## src/rtl/alu8_pkg.sv

```systemverilog
// Package: shared operation codes and condition-code bit positions for
// the eight-bit ALU. Assumes a byte-wide datapath with a nibble half-carry.
package alu8_pkg;

    localparam int unsigned ALU_W   = 8;
    localparam int unsigned OP_W    = 5;
    localparam int unsigned NIB_BIT = 4;

    localparam int unsigned CC_C = 0;
    localparam int unsigned CC_V = 1;
    localparam int unsigned CC_Z = 2;
    localparam int unsigned CC_N = 3;
    localparam int unsigned CC_H = 5;

    typedef enum logic [OP_W-1:0] {
        OP_ADD = 5'd0,  OP_ADC = 5'd1,  OP_SUB = 5'd2,  OP_SBC = 5'd3,
        OP_CMP = 5'd4,  OP_AND = 5'd5,  OP_OR  = 5'd6,  OP_EOR = 5'd7,
        OP_BIT = 5'd8,  OP_LD  = 5'd9,  OP_NEG = 5'd10, OP_COM = 5'd11,
        OP_LSR = 5'd12, OP_ASR = 5'd13, OP_ROR = 5'd14, OP_ASL = 5'd15,
        OP_ROL = 5'd16, OP_INC = 5'd17, OP_DEC = 5'd18, OP_TST = 5'd19,
        OP_CLR = 5'd20, OP_DAA = 5'd21
    } alu_op_e;

    localparam int unsigned OP_LAST = 21;

    typedef enum logic [1:0] {
        SH_LSR = 2'd0,
        SH_ASR = 2'd1,
        SH_ROR = 2'd2,
        SH_ROL = 2'd3
    } shift_e;

endpackage

```

## src/rtl/alu8_addsub.sv

```systemverilog
// Adder/subtractor with carry, half-carry and signed overflow.
// It forms a (W+1)-bit sum or difference. The top bit is the carry or borrow.
// Overflow is taken from the top bits of x^y^r^(r>>1).
// Assumes W > NIB so that the half-carry bit exists.
module alu8_addsub #(
    parameter int unsigned W   = alu8_pkg::ALU_W,
    parameter int unsigned NIB = alu8_pkg::NIB_BIT
) (
    input  logic [W-1:0] x,
    input  logic [W-1:0] y,
    input  logic         cin,
    input  logic         sub,
    output logic [W-1:0] r,
    output logic         c_out,
    output logic         h_out,
    output logic         v_out
);
    logic [W:0]   wide;
    logic [W:0]   cin_ext;
    logic [W-1:0] hmix;
    logic [W-1:0] vmix;

    // Form the extended sum or difference.
    always_comb begin
        cin_ext = {{W{1'b0}}, cin};
        if (sub) wide = {1'b0, x} - {1'b0, y} - cin_ext;
        else     wide = {1'b0, x} + {1'b0, y} + cin_ext;
    end

    // Derive the carry, half-carry and overflow from the sum bits.
    always_comb begin
        r     = wide[W-1:0];
        c_out = wide[W];
        hmix  = x ^ y ^ wide[W-1:0];
        vmix  = x ^ y ^ wide[W-1:0] ^ wide[W:1];
        h_out = hmix[NIB];
        v_out = vmix[W-1];
    end
endmodule

```

## src/rtl/alu8_shift.sv

```systemverilog
// Single-bit shifter and rotator. Right shifts move bit 0 into carry.
// Left rotate moves the top bit into carry. The rotates insert the
// incoming carry at the vacated position.
module alu8_shift #(
    parameter int unsigned W = alu8_pkg::ALU_W
) (
    input  logic [W-1:0]    a,
    input  logic            cin,
    input  alu8_pkg::shift_e mode,
    output logic [W-1:0]    r,
    output logic            c_out
);
    import alu8_pkg::*;

    // Select the fill bit and direction for the requested shift.
    always_comb begin
        unique case (mode)
            SH_LSR: begin r = {1'b0,    a[W-1:1]}; c_out = a[0];   end
            SH_ASR: begin r = {a[W-1],  a[W-1:1]}; c_out = a[0];   end
            SH_ROR: begin r = {cin,     a[W-1:1]}; c_out = a[0];   end
            default: begin r = {a[W-2:0], cin};    c_out = a[W-1]; end
        endcase
    end
endmodule

```

## src/rtl/alu8_daa.sv

```systemverilog
// Decimal adjust after a binary add of two packed BCD bytes.
// It adds 6 to the low digit and then 0x60 to the high digit, each when its
// flag is set or its digit exceeds 9. The carry out is bit 8 of the sum.
// Assumes a byte-wide operand.
module alu8_daa #(
    parameter int unsigned W = alu8_pkg::ALU_W
) (
    input  logic [W-1:0] a,
    input  logic         h_in,
    input  logic         c_in,
    output logic [W-1:0] r,
    output logic         c_out
);
    localparam logic [W:0] LO_FIX = (W+1)'(6);
    localparam logic [W:0] HI_FIX = (W+1)'(8'h60);
    localparam logic [3:0] DIGIT_MAX = 4'd9;

    logic [W:0] step1;
    logic [W:0] step2;

    // Correct the low digit, then the high digit of the partial sum.
    always_comb begin
        step1 = {1'b0, a};
        if (h_in || (step1[3:0] > DIGIT_MAX)) step1 = step1 + LO_FIX;
        step2 = step1;
        if (c_in || (step1[7:4] > DIGIT_MAX)) step2 = step1 + HI_FIX;
        r     = step2[W-1:0];
        c_out = step2[W];
    end
endmodule

```

## src/rtl/alu8_cc.sv

```systemverilog
// Top of the eight-bit ALU. It decodes the operation, steers the operands to
// the adder, shifter and decimal-adjust units, merges each operation's flag
// rule into the incoming condition-code byte and registers the result.
// Assumes the carry flag of cc_in is the carry/borrow/rotate input.
// Undefined codes produce no writeback and leave the flags alone.
module alu8_cc #(
    parameter int unsigned W  = alu8_pkg::ALU_W,
    parameter int unsigned OW = alu8_pkg::OP_W
) (
    input  logic          clk,
    input  logic          rst_n,
    input  logic [OW-1:0] op_in,
    input  logic [W-1:0]  a_in,
    input  logic [W-1:0]  b_in,
    input  logic [W-1:0]  cc_in,
    output logic [W-1:0]  res_out,
    output logic [W-1:0]  cc_out,
    output logic          wb_out
);
    import alu8_pkg::*;

    localparam logic [W-1:0] ONE     = W'(1);
    localparam logic [W-1:0] INC_OVF = {1'b1, {(W-1){1'b0}}};
    localparam logic [W-1:0] DEC_OVF = {1'b0, {(W-1){1'b1}}};

    alu_op_e      op;
    logic         c_flag;

    logic [W-1:0] as_x, as_y, as_r;
    logic         as_cin, as_sub, as_c, as_h, as_v;
    shift_e       sh_mode;
    logic [W-1:0] sh_r;
    logic         sh_c;
    logic [W-1:0] da_r;
    logic         da_c;

    logic [W-1:0] res_d, cc_d;
    logic         wb_d;

    assign op     = alu_op_e'(op_in);
    assign c_flag = cc_in[CC_C];

    // Steer operands and carry into the shared adder/subtractor.
    always_comb begin
        as_x = a_in; as_y = b_in; as_cin = 1'b0; as_sub = 1'b0;
        case (op)
            OP_ADC: as_cin = c_flag;
            OP_SUB, OP_CMP: as_sub = 1'b1;
            OP_SBC: begin as_sub = 1'b1; as_cin = c_flag; end
            OP_NEG: begin as_sub = 1'b1; as_x = '0; as_y = a_in; end
            OP_ASL: as_y = a_in;
            default: ;
        endcase
    end

    // Map the operation code onto the shifter mode.
    always_comb begin
        case (op)
            OP_ASR:  sh_mode = SH_ASR;
            OP_ROR:  sh_mode = SH_ROR;
            OP_ROL:  sh_mode = SH_ROL;
            default: sh_mode = SH_LSR;
        endcase
    end

    alu8_addsub #(.W(W)) u_addsub (
        .x(as_x), .y(as_y), .cin(as_cin), .sub(as_sub),
        .r(as_r), .c_out(as_c), .h_out(as_h), .v_out(as_v)
    );

    alu8_shift #(.W(W)) u_shift (
        .a(a_in), .cin(c_flag), .mode(sh_mode), .r(sh_r), .c_out(sh_c)
    );

    alu8_daa #(.W(W)) u_daa (
        .a(a_in), .h_in(cc_in[CC_H]), .c_in(c_flag), .r(da_r), .c_out(da_c)
    );

    // Select the result and apply the operation's flag rule.
    always_comb begin
        res_d = '0;
        cc_d  = cc_in;
        wb_d  = 1'b1;
        case (op)
            OP_ADD, OP_ADC, OP_SUB, OP_SBC, OP_CMP, OP_NEG, OP_ASL: begin
                res_d      = as_r;
                cc_d[CC_H] = as_h;
                cc_d[CC_V] = as_v;
                cc_d[CC_C] = as_c;
                wb_d       = (op != OP_CMP);
            end
            OP_AND: res_d = a_in & b_in;
            OP_BIT: begin res_d = a_in & b_in; wb_d = 1'b0; end
            OP_OR:  res_d = a_in | b_in;
            OP_EOR: res_d = a_in ^ b_in;
            OP_LD:  res_d = b_in;
            OP_TST: begin res_d = a_in; wb_d = 1'b0; end
            OP_COM: begin res_d = ~a_in; cc_d[CC_C] = 1'b1; end
            OP_CLR: begin res_d = '0; cc_d[CC_C] = 1'b0; end
            OP_INC: begin res_d = a_in + ONE; cc_d[CC_V] = (res_d == INC_OVF); end
            OP_DEC: begin res_d = a_in - ONE; cc_d[CC_V] = (res_d == DEC_OVF); end
            OP_LSR, OP_ASR, OP_ROR, OP_ROL: begin
                res_d      = sh_r;
                cc_d[CC_C] = sh_c;
            end
            OP_DAA: begin res_d = da_r; cc_d[CC_C] = da_c; end
            default: wb_d = 1'b0;
        endcase
        // Every defined code except DAA refreshes N and Z.
        if (op_in <= OW'(OP_LAST) && op != OP_DAA) begin
            cc_d[CC_N] = res_d[W-1];
            cc_d[CC_Z] = (res_d == '0);
        end
        // Logical group, complement and clear drop the overflow flag.
        case (op)
            OP_AND, OP_OR, OP_EOR, OP_BIT, OP_LD, OP_TST, OP_COM, OP_CLR:
                cc_d[CC_V] = 1'b0;
            default: ;
        endcase
    end

    // Register the outputs with a synchronous active-low reset.
    always_ff @(posedge clk) begin
        if (!rst_n) begin
            res_out <= '0;
            cc_out  <= '0;
            wb_out  <= 1'b0;
        end else begin
            res_out <= res_d;
            cc_out  <= cc_d;
            wb_out  <= wb_d;
        end
    end

    // Compare, bit test and test never request a writeback.
    assert_no_wb_R1: assert property (@(posedge clk) disable iff (!rst_n)
        (op_in == OW'(OP_CMP) || op_in == OW'(OP_BIT) || op_in == OW'(OP_TST))
        |=> !wb_out);

    // Complement yields the inverse with carry set and overflow clear.
    assert_com_inverse_R5: assert property (@(posedge clk) disable iff (!rst_n)
        (op_in == OW'(OP_COM)) |=>
        (res_out == ~$past(a_in) && cc_out[CC_C] && !cc_out[CC_V]));

    // Clear yields zero with the fixed flag pattern.
    assert_clr_result_R6: assert property (@(posedge clk) disable iff (!rst_n)
        (op_in == OW'(OP_CLR)) |=>
        (res_out == '0 && cc_out[3:0] == 4'b0100 && wb_out));

    // Increment overflow exactly at the signed boundary; carry kept.
    assert_inc_ovf_R7: assert property (@(posedge clk) disable iff (!rst_n)
        (op_in == OW'(OP_INC)) |=>
        (cc_out[CC_V] == (res_out == INC_OVF) && cc_out[CC_C] == $past(cc_in[CC_C])));

    // Decrement overflow exactly at the signed boundary; carry kept.
    assert_dec_ovf_R7: assert property (@(posedge clk) disable iff (!rst_n)
        (op_in == OW'(OP_DEC)) |=>
        (cc_out[CC_V] == (res_out == DEC_OVF) && cc_out[CC_C] == $past(cc_in[CC_C])));

    // Unassigned condition-code bits always pass straight through.
    assert_cc_passthru_R11: assert property (@(posedge clk) disable iff (!rst_n)
        1'b1 |=> (cc_out[7:6] == $past(cc_in[7:6]) && cc_out[4] == $past(cc_in[4])));

    // Undefined codes leave flags untouched and request nothing.
    assert_undef_op_R13: assert property (@(posedge clk) disable iff (!rst_n)
        (op_in > OW'(OP_LAST)) |=>
        (!wb_out && res_out == '0 && cc_out == $past(cc_in)));
endmodule

```

## config.mk

```make
export PLATFORM = sky130hd
export DESIGN_NAME = alu8_cc
export DESIGN_NICKNAME = d
export VERILOG_FILES = /design/src/rtl/alu8_pkg.sv /design/src/rtl/alu8_addsub.sv /design/src/rtl/alu8_shift.sv /design/src/rtl/alu8_daa.sv /design/src/rtl/alu8_cc.sv
export SDC_FILE = /design/constraint.sdc
export NUM_CORES = 1
export LEC_CHECK = 0
export BUFFER_PORTS_ARGS = -buffer_cell sky130_fd_sc_hd__buf_2
export CAP_MARGIN = 20
export CORE_ASPECT_RATIO = 1.2
export CORE_MARGIN = 10
export CORE_UTILIZATION = 55
export CTS_BUF_LIST = sky130_fd_sc_hd__clkbuf_16
export DETAILED_ROUTE_END_ITERATION = 10
export GPL_TIMING_DRIVEN = 0
export HOLD_SLACK_MARGIN = 0.15
export PLACE_DENSITY_LB_ADDON = 0.12
export SYNTH_ARGS = -nofsm -noshare
export SYNTH_HDL_FRONTEND = slang
export SYNTH_HIERARCHICAL = 1
export SYNTH_SLANG_ARGS = --single-unit
```

## constraint.sdc

```tcl
create_clock -name clk -period 5.34 [get_ports clk]
set_input_delay 1.068 -clock clk [delete_from_list [all_inputs] [get_ports clk]]
set_output_delay 1.068 -clock clk [all_outputs]
set_load 0.005 [all_outputs]
```

======== Yosys cells after proc, flatten, opt, wreduce, memory -nomap -nowiden ========
Index checks and enable logic that the tools add are counted.
W data, S select, Z words.
word-level totals
  register bits after elaboration ......... 17
  bits of input ports ..................... 31
  output and inout bits ................... 17
  word-level logic and storage cells ...... 81
operators by class
  add/sub/neg operators ................... 8
  order comparisons ....................... 3
  eq/ne operators ......................... 27
  muxes and demuxes ....................... 16
  bitwise gates (word level) .............. 8
  reduce and logical (&&, ||, !) cells .... 15
operator list
  kind                   count
  $pmux W8 S11           1
  $eq A5 B4 Y1 const B   8
  $xor A8 B8 Y8          4
  $eq A5 B5 Y1 const B   6
  $mux W9                3
  $pmux W8 S3            1
  $eq A5 B3 Y1 const B   4
  $mux W8                2
  $reduce_or A13 Y1      1
  $eq A5 B2 Y1 const B   2
  $add A8 B3 Y9 const B  1
  $add A8 B8 Y9          1
  $add A9 B1 Y9          1
  $add A9 B7 Y9 const B  1
  $reduce_or A9 Y1       1
  $sub A8 B8 Y9          1
  $sub A9 B1 Y9          1
  $add A8 B1 Y8 const B  1
  $and A8 B8 Y8          1
  $eq A8 B7 Y1 const B   1
  $eq A8 B8 Y1 const B   1
  $gt A4 B4 Y1 const B   2
  $logic_not A8 Y1       1
  $not A8 Y8             1
  other kinds (23)       30

======== Longest topological paths before layout ========
  depth after elaboration ................. 9
  mapped depth ............................ 23
  depth with buffers taken out ............ 19

======== Modules after synthesis ========
The synthesis kept the hierarchy.
by module, submodules not included
  module       times used  cells each  area an instance (um^2)  seq. area each (um^2)
  alu8_cc      1           350         2443.6                   340.3
  alu8_addsub  1           134         997.2                    0.0
  alu8_daa     1           57          397.9                    0.0
  alu8_shift   1           12          125.1                    0.0

======== Worst setup path after synthesis ========
No wires, ideal clock.
  kind .................................... input to register
  start ................................... input op_in[0]
  end ..................................... register cc_out[1]
  library setup time ...................... 74 ps
  arrival time ............................ 5034 ps
  data required time ...................... 5266 ps
  setup slack ............................. 232 ps
  stages on the path ...................... 22
  path buffers ............................ 5
  cells stage by stage .................... buf_4 -> buf_4 -> buf_4 -> xnor2_1 -> and3_1 -> clkbuf_1 -> clkbuf_1 -> o21ai_0 -> ha_1 -> inv_1 -> ha_1 -> a21oi_1 -> nand2_1 -> a221oi_1 -> mux2i_1 -> xnor3_1 -> mux2i_1 -> nor3_1 -> o21ai_0 -> o21a_1 -> o22ai_1 -> a31oi_1
between the ends
  word-level cells in the longest chain between the ends .. 9
  elaborated cells on any way between the ends .. 35
  classes of those cells .................. 4 x add/sub; 16 x eq/ne; 6 x mux; 3 x bitwise; 6 x reduce/logical
ends and longest elaborated chain
  item                                            RTL line                              RTL
  start: declaration                              alu8_cc.sv:12                         input logic [OW-1:0] op_in,
  $eq A5 B4 Y1                                    alu8_cc.sv:46                         case (op)
  $reduce_or A2 Y1 (no line) *                    n/a
  $mux W8 *                                       alu8_cc.sv:46
  named net as_y[5]                               alu8_cc.sv:29                         logic [W-1:0] as_x, as_y, as_r;
  $add A8 B8 Y9 or $sub A8 B8 Y9 (tied branches)  alu8_addsub.sv:27, alu8_addsub.sv:26
  $add A9 B1 Y9 or $sub A9 B1 Y9 (tied branches)  alu8_addsub.sv:27, alu8_addsub.sv:26
  $mux W9 *                                       alu8_addsub.sv:26                     if (sub) wide = {1'b0, x} - {1'b0, y} - cin_ext;
  $xor A8 B8 Y8                                   n/a
  $xor A8 B8 Y8 *                                 alu8_addsub.sv:35                     vmix = x ^ y ^ wide[W-1:0] ^ wide[W:1];
  named net as_v                                  alu8_cc.sv:30                         logic as_cin, as_sub, as_c, as_h, as_v;
  $pmux W1 S3 *                                   alu8_cc.sv:84                         case (op)
  end signal: assignment                          alu8_cc.sv:126                        cc_out <= '0;
  end signal: assignment                          alu8_cc.sv:130                        cc_out <= cc_d;
  end: declaration                                alu8_cc.sv:17                         output logic [W-1:0] cc_out,
Mark *: on every way through the listed nets, which the timed path passes. The rest lies on a longest branch.
A chain may end at the register's enable or synchronous reset.

======== Worst setup path after layout ========
  start ................................... input op_in[1]
  end ..................................... register cc_out[1]
between the ends
  elaborated cells on any way between the ends .. 35
  classes of those cells .................. 4 x add/sub; 16 x eq/ne; 6 x mux; 3 x bitwise; 6 x reduce/logical
RTL lines
  item                                            RTL line
  $eq A5 B4 Y1 *                                  alu8_cc.sv:46
  $mux W8 *                                       alu8_cc.sv:46
  named net as_x[6]                               alu8_cc.sv:29
  $add A8 B8 Y9 or $sub A8 B8 Y9 (tied branches)  alu8_addsub.sv:27, alu8_addsub.sv:26
  $add A9 B1 Y9 or $sub A9 B1 Y9 (tied branches)  alu8_addsub.sv:27, alu8_addsub.sv:26
  $mux W9 *                                       alu8_addsub.sv:26
  $xor A8 B8 Y8                                   n/a
  $xor A8 B8 Y8 *                                 alu8_addsub.sv:35
  named net as_v                                  alu8_cc.sv:30
  $pmux W1 S3 *                                   alu8_cc.sv:84
Marks and branches as above.

==> reports/qor.yml <==
status:
  status: "complete, no violations"
global_routing:
  overflow: 0
  antenna_found_initial: 0
  grt_pass1_wl_um: 22000
  grt_pass1_vias: 4208
  grt_max_degree: 20
  grt_use_total_pct: 23.6
job:
  drv_cap: 0
final_layout:
  final_util_pct: 63.9
  antenna_cells: 0
  drive_gt1_share_pct: 18.8
  final_cells: 688
  multiInputGateArea_sq_um: 3300
  fill_cells: 669
  syn_to_final_growth_pct: 11.8
  seq_area_sq_um: 340
  fin_nets: 680
timing:
  tightest_slew_ns: 0.751
  max_freq_mhz: 195
  timing.final.ws_setup_ns: 0.213
  timing.setup.tns_ns: 0
  timing.hold.ws_ns: 1.03
  timing.final.crit_share_pct: 96.0
  relSlewSlack_pct: 49.9
  setup_viol: 0
  slew_violations: 0
  finalCriticalPeriod_ns: 5.13
  hold_violations: 0
worst_setup_path:
  worstSetupEndpointType: "register"
  criticalPathCategory: "input port to register"
  critPathArrivalTime_ns: 5.29
  worstSetupStartpointType: "input port"
  crit_required_ns: 5.50
  crit_fanout: 10
cts:
  root_buffer: "clkbuf_16"
  clock_path_buffers: 2
  clock-sinks: 17
  path_clk_slew_ns: 0.05
  cts_tree: "yes"
  cts_max_level: 1
  cts_buffers: 3
drt:
  postRouteAntennaNets: 0
  drcViolationCount: 0
  wire_per_inst_um: 19.9
  drt_iter0_drc: 341
  drt_pass1_iterations: 5
  wl_um: 13700
  dr_total_vias: 4393
  viasPerCell: 6.39
synth:
  syn-mean-instance-area_sq_um: 7.17
  synth_area_sq_um: 3960
  yosys.area.top_type: "ha_1"
  synth_most_common_cell: "nand2_1"
  synth_cells: 553
  synthArstFlopShare_pct: 0
  synth_area_leaders: "ha_1 (14%), dfxtp_1 (8.6%), xnor2_1 (4.9%)"
  synth_edf_count: 0
  synth_nets: 631
  yosysWarnings: 6
  synth_common_cells: "nand2_1 (48), nor2_1 (47), inv_1 (46), ha_1 (43), a21oi_1 (35)"
  seq_area_frac_synth_pct: 8.59
  ys_seq_elements: 17
  ys_types: 82
  synth-main-ff-cell: "dfxtp_1"
  yosys.area.top_type_share_pct: 13.6
floorplan:
  initial_core_util_pct: 57.1
  die_y_um: 113
  die_area_sq_um: 11000
  core_area_sq_um: 6940
  num_rows: 33
  io-pin-count: 48
  die_x_um: 97.5
power_and_ir_drop:
  switching_share_pct: 42.8
  internal_power_mw: 0.419
  power_density_nw_per_um2: 165
  cellLeakagePower_nw: 1.93
  combPwrFrac_pct: 61.5
  clkPwrFrac_pct: 19.2
  vdd_ir_drop_max_mv: 0.206
  p_seq_share_pct: 19.3
  switchingPower_mw: 0.313
placed_design:
  hpwl_um: 11000
  globalplace.congestion: 1.04
  pre_cts_ws_ns: -0.809
  io_buffer_count: 46
  dpl.cell_count: 686
worst_hold_path:
  min_path_cells: 2
  hold_path.class: "input port to register"
==> flip-flops by register name, summed over array words and instances, names as in the netlist <==
name / flops
cc_out: 8
res_out: 8
wb_out: 1
==> kinds of logic (layout without fill, tap and decap cells) <==
group | count (synthesis) | after routing | share of synthesized area (%)
adders and majority gates | 47 | 47 | 15.6
xor gates and xnor gates | 27 | 27 | 6.31
and+or+nand+nor | 188 | 188 | 25.0
DFF | 17 | 17 | 8.59
muxes | 24 | 24 | 6.31
buffers and inverters | 86 | 134 | 9.22
AOI/OAI and AO/OA | 164 | 164 | 29.0
==> final timing paths <==
kind / slack (ns) / startpoint / endpoint
min: 1.03 / cc_in[7] / cc_out[7]$_SDFF_PN0_
max: 0.21 / op_in[1] / cc_out[1]$_SDFF_PP0_
==> what timing repair did <==
item,CTS,global route
hold buffers,0,0
endpoints found under the setup margin,4,2
gates resized for setup,9,12
setup buffers,0,1
pin swaps,0,2
==> cell usage in the layout, fill, tap and decap left out, drive strengths merged, types with 6 or more instances in the layout <==
cell type / n
nor2: 48
dfxtp: 17
and2: 6
mux2i: 16
inv: 51
a31oi: 21
buf: 65
mux2: 8
a221oi: 7
nand3: 12
and3: 9
nand2: 49
o21ai: 32
a22oi: 6
nand2b: 6
ha: 43
nor2b: 9
xnor2: 22
nor3: 14
clkbuf: 17
a21oi: 35
a211oi: 9
==> power by group through the flow <==
stage | clock [mW] | combinational, mW | sequential, mW
after floorplan | 0 | 0.292 | 0.146
after global placement | 0 | 0.414 | 0.143
after detailed placement | 0 | 0.420 | 0.144
after CTS | 0.143 | 0.433 | 0.141
after global routing | 0.147 | 0.492 | 0.142
final | 0.141 | 0.450 | 0.141
==> layer usage <==
metal	GRT usage (%)	share of wire [%]	vias to the layer above
met1	28.1	40	2025
met3	3.23	7.4	50
met5	0	0	-
met4	11.8	5.0	0
met2	40.5	48	208
li1	-	-	2110
==> worst max-delay path, stage by stage <==
cell      delay, ns
buf_2          0.14
buf_2          0.28
inv_1          0.12
buf_2          0.21
nor2_2         0.43
a31oi_1        0.23
inv_1          0.10
ha_1           0.26
inv_1          0.16
ha_1           0.32
and4_1         0.24
a221oi_2       0.31
mux2i_2        0.29
xnor3_1        0.29
mux2i_4        0.22
nor3_1         0.07
o21ai_0        0.15
o21a_1         0.14
o22ai_1        0.07
a31oi_1        0.18
==> stage by stage <==
step / instance area (sq um) / power, mW
after floorplan: 3960 / 0.438
after global placement: 4300 / 0.557
after detailed placement: 4300 / 0.563
after CTS: 4400 / 0.717
after global routing: 4430 / 0.781
final: 4430 / 0.732
==> area by class of cell <==
cell class / instances / share of cell area, %
clock inverter: 1 / 0.0847
tap: 87 / 2.46
multi-input combinational: 450 / 74.5
sequential: 17 / 7.68
buffer: 32 / 3.87
timing repair buffer: 47 / 5.36
clock buffer: 3 / 1.69
inverter: 51 / 4.32
(Power assumes the default switching activity.)
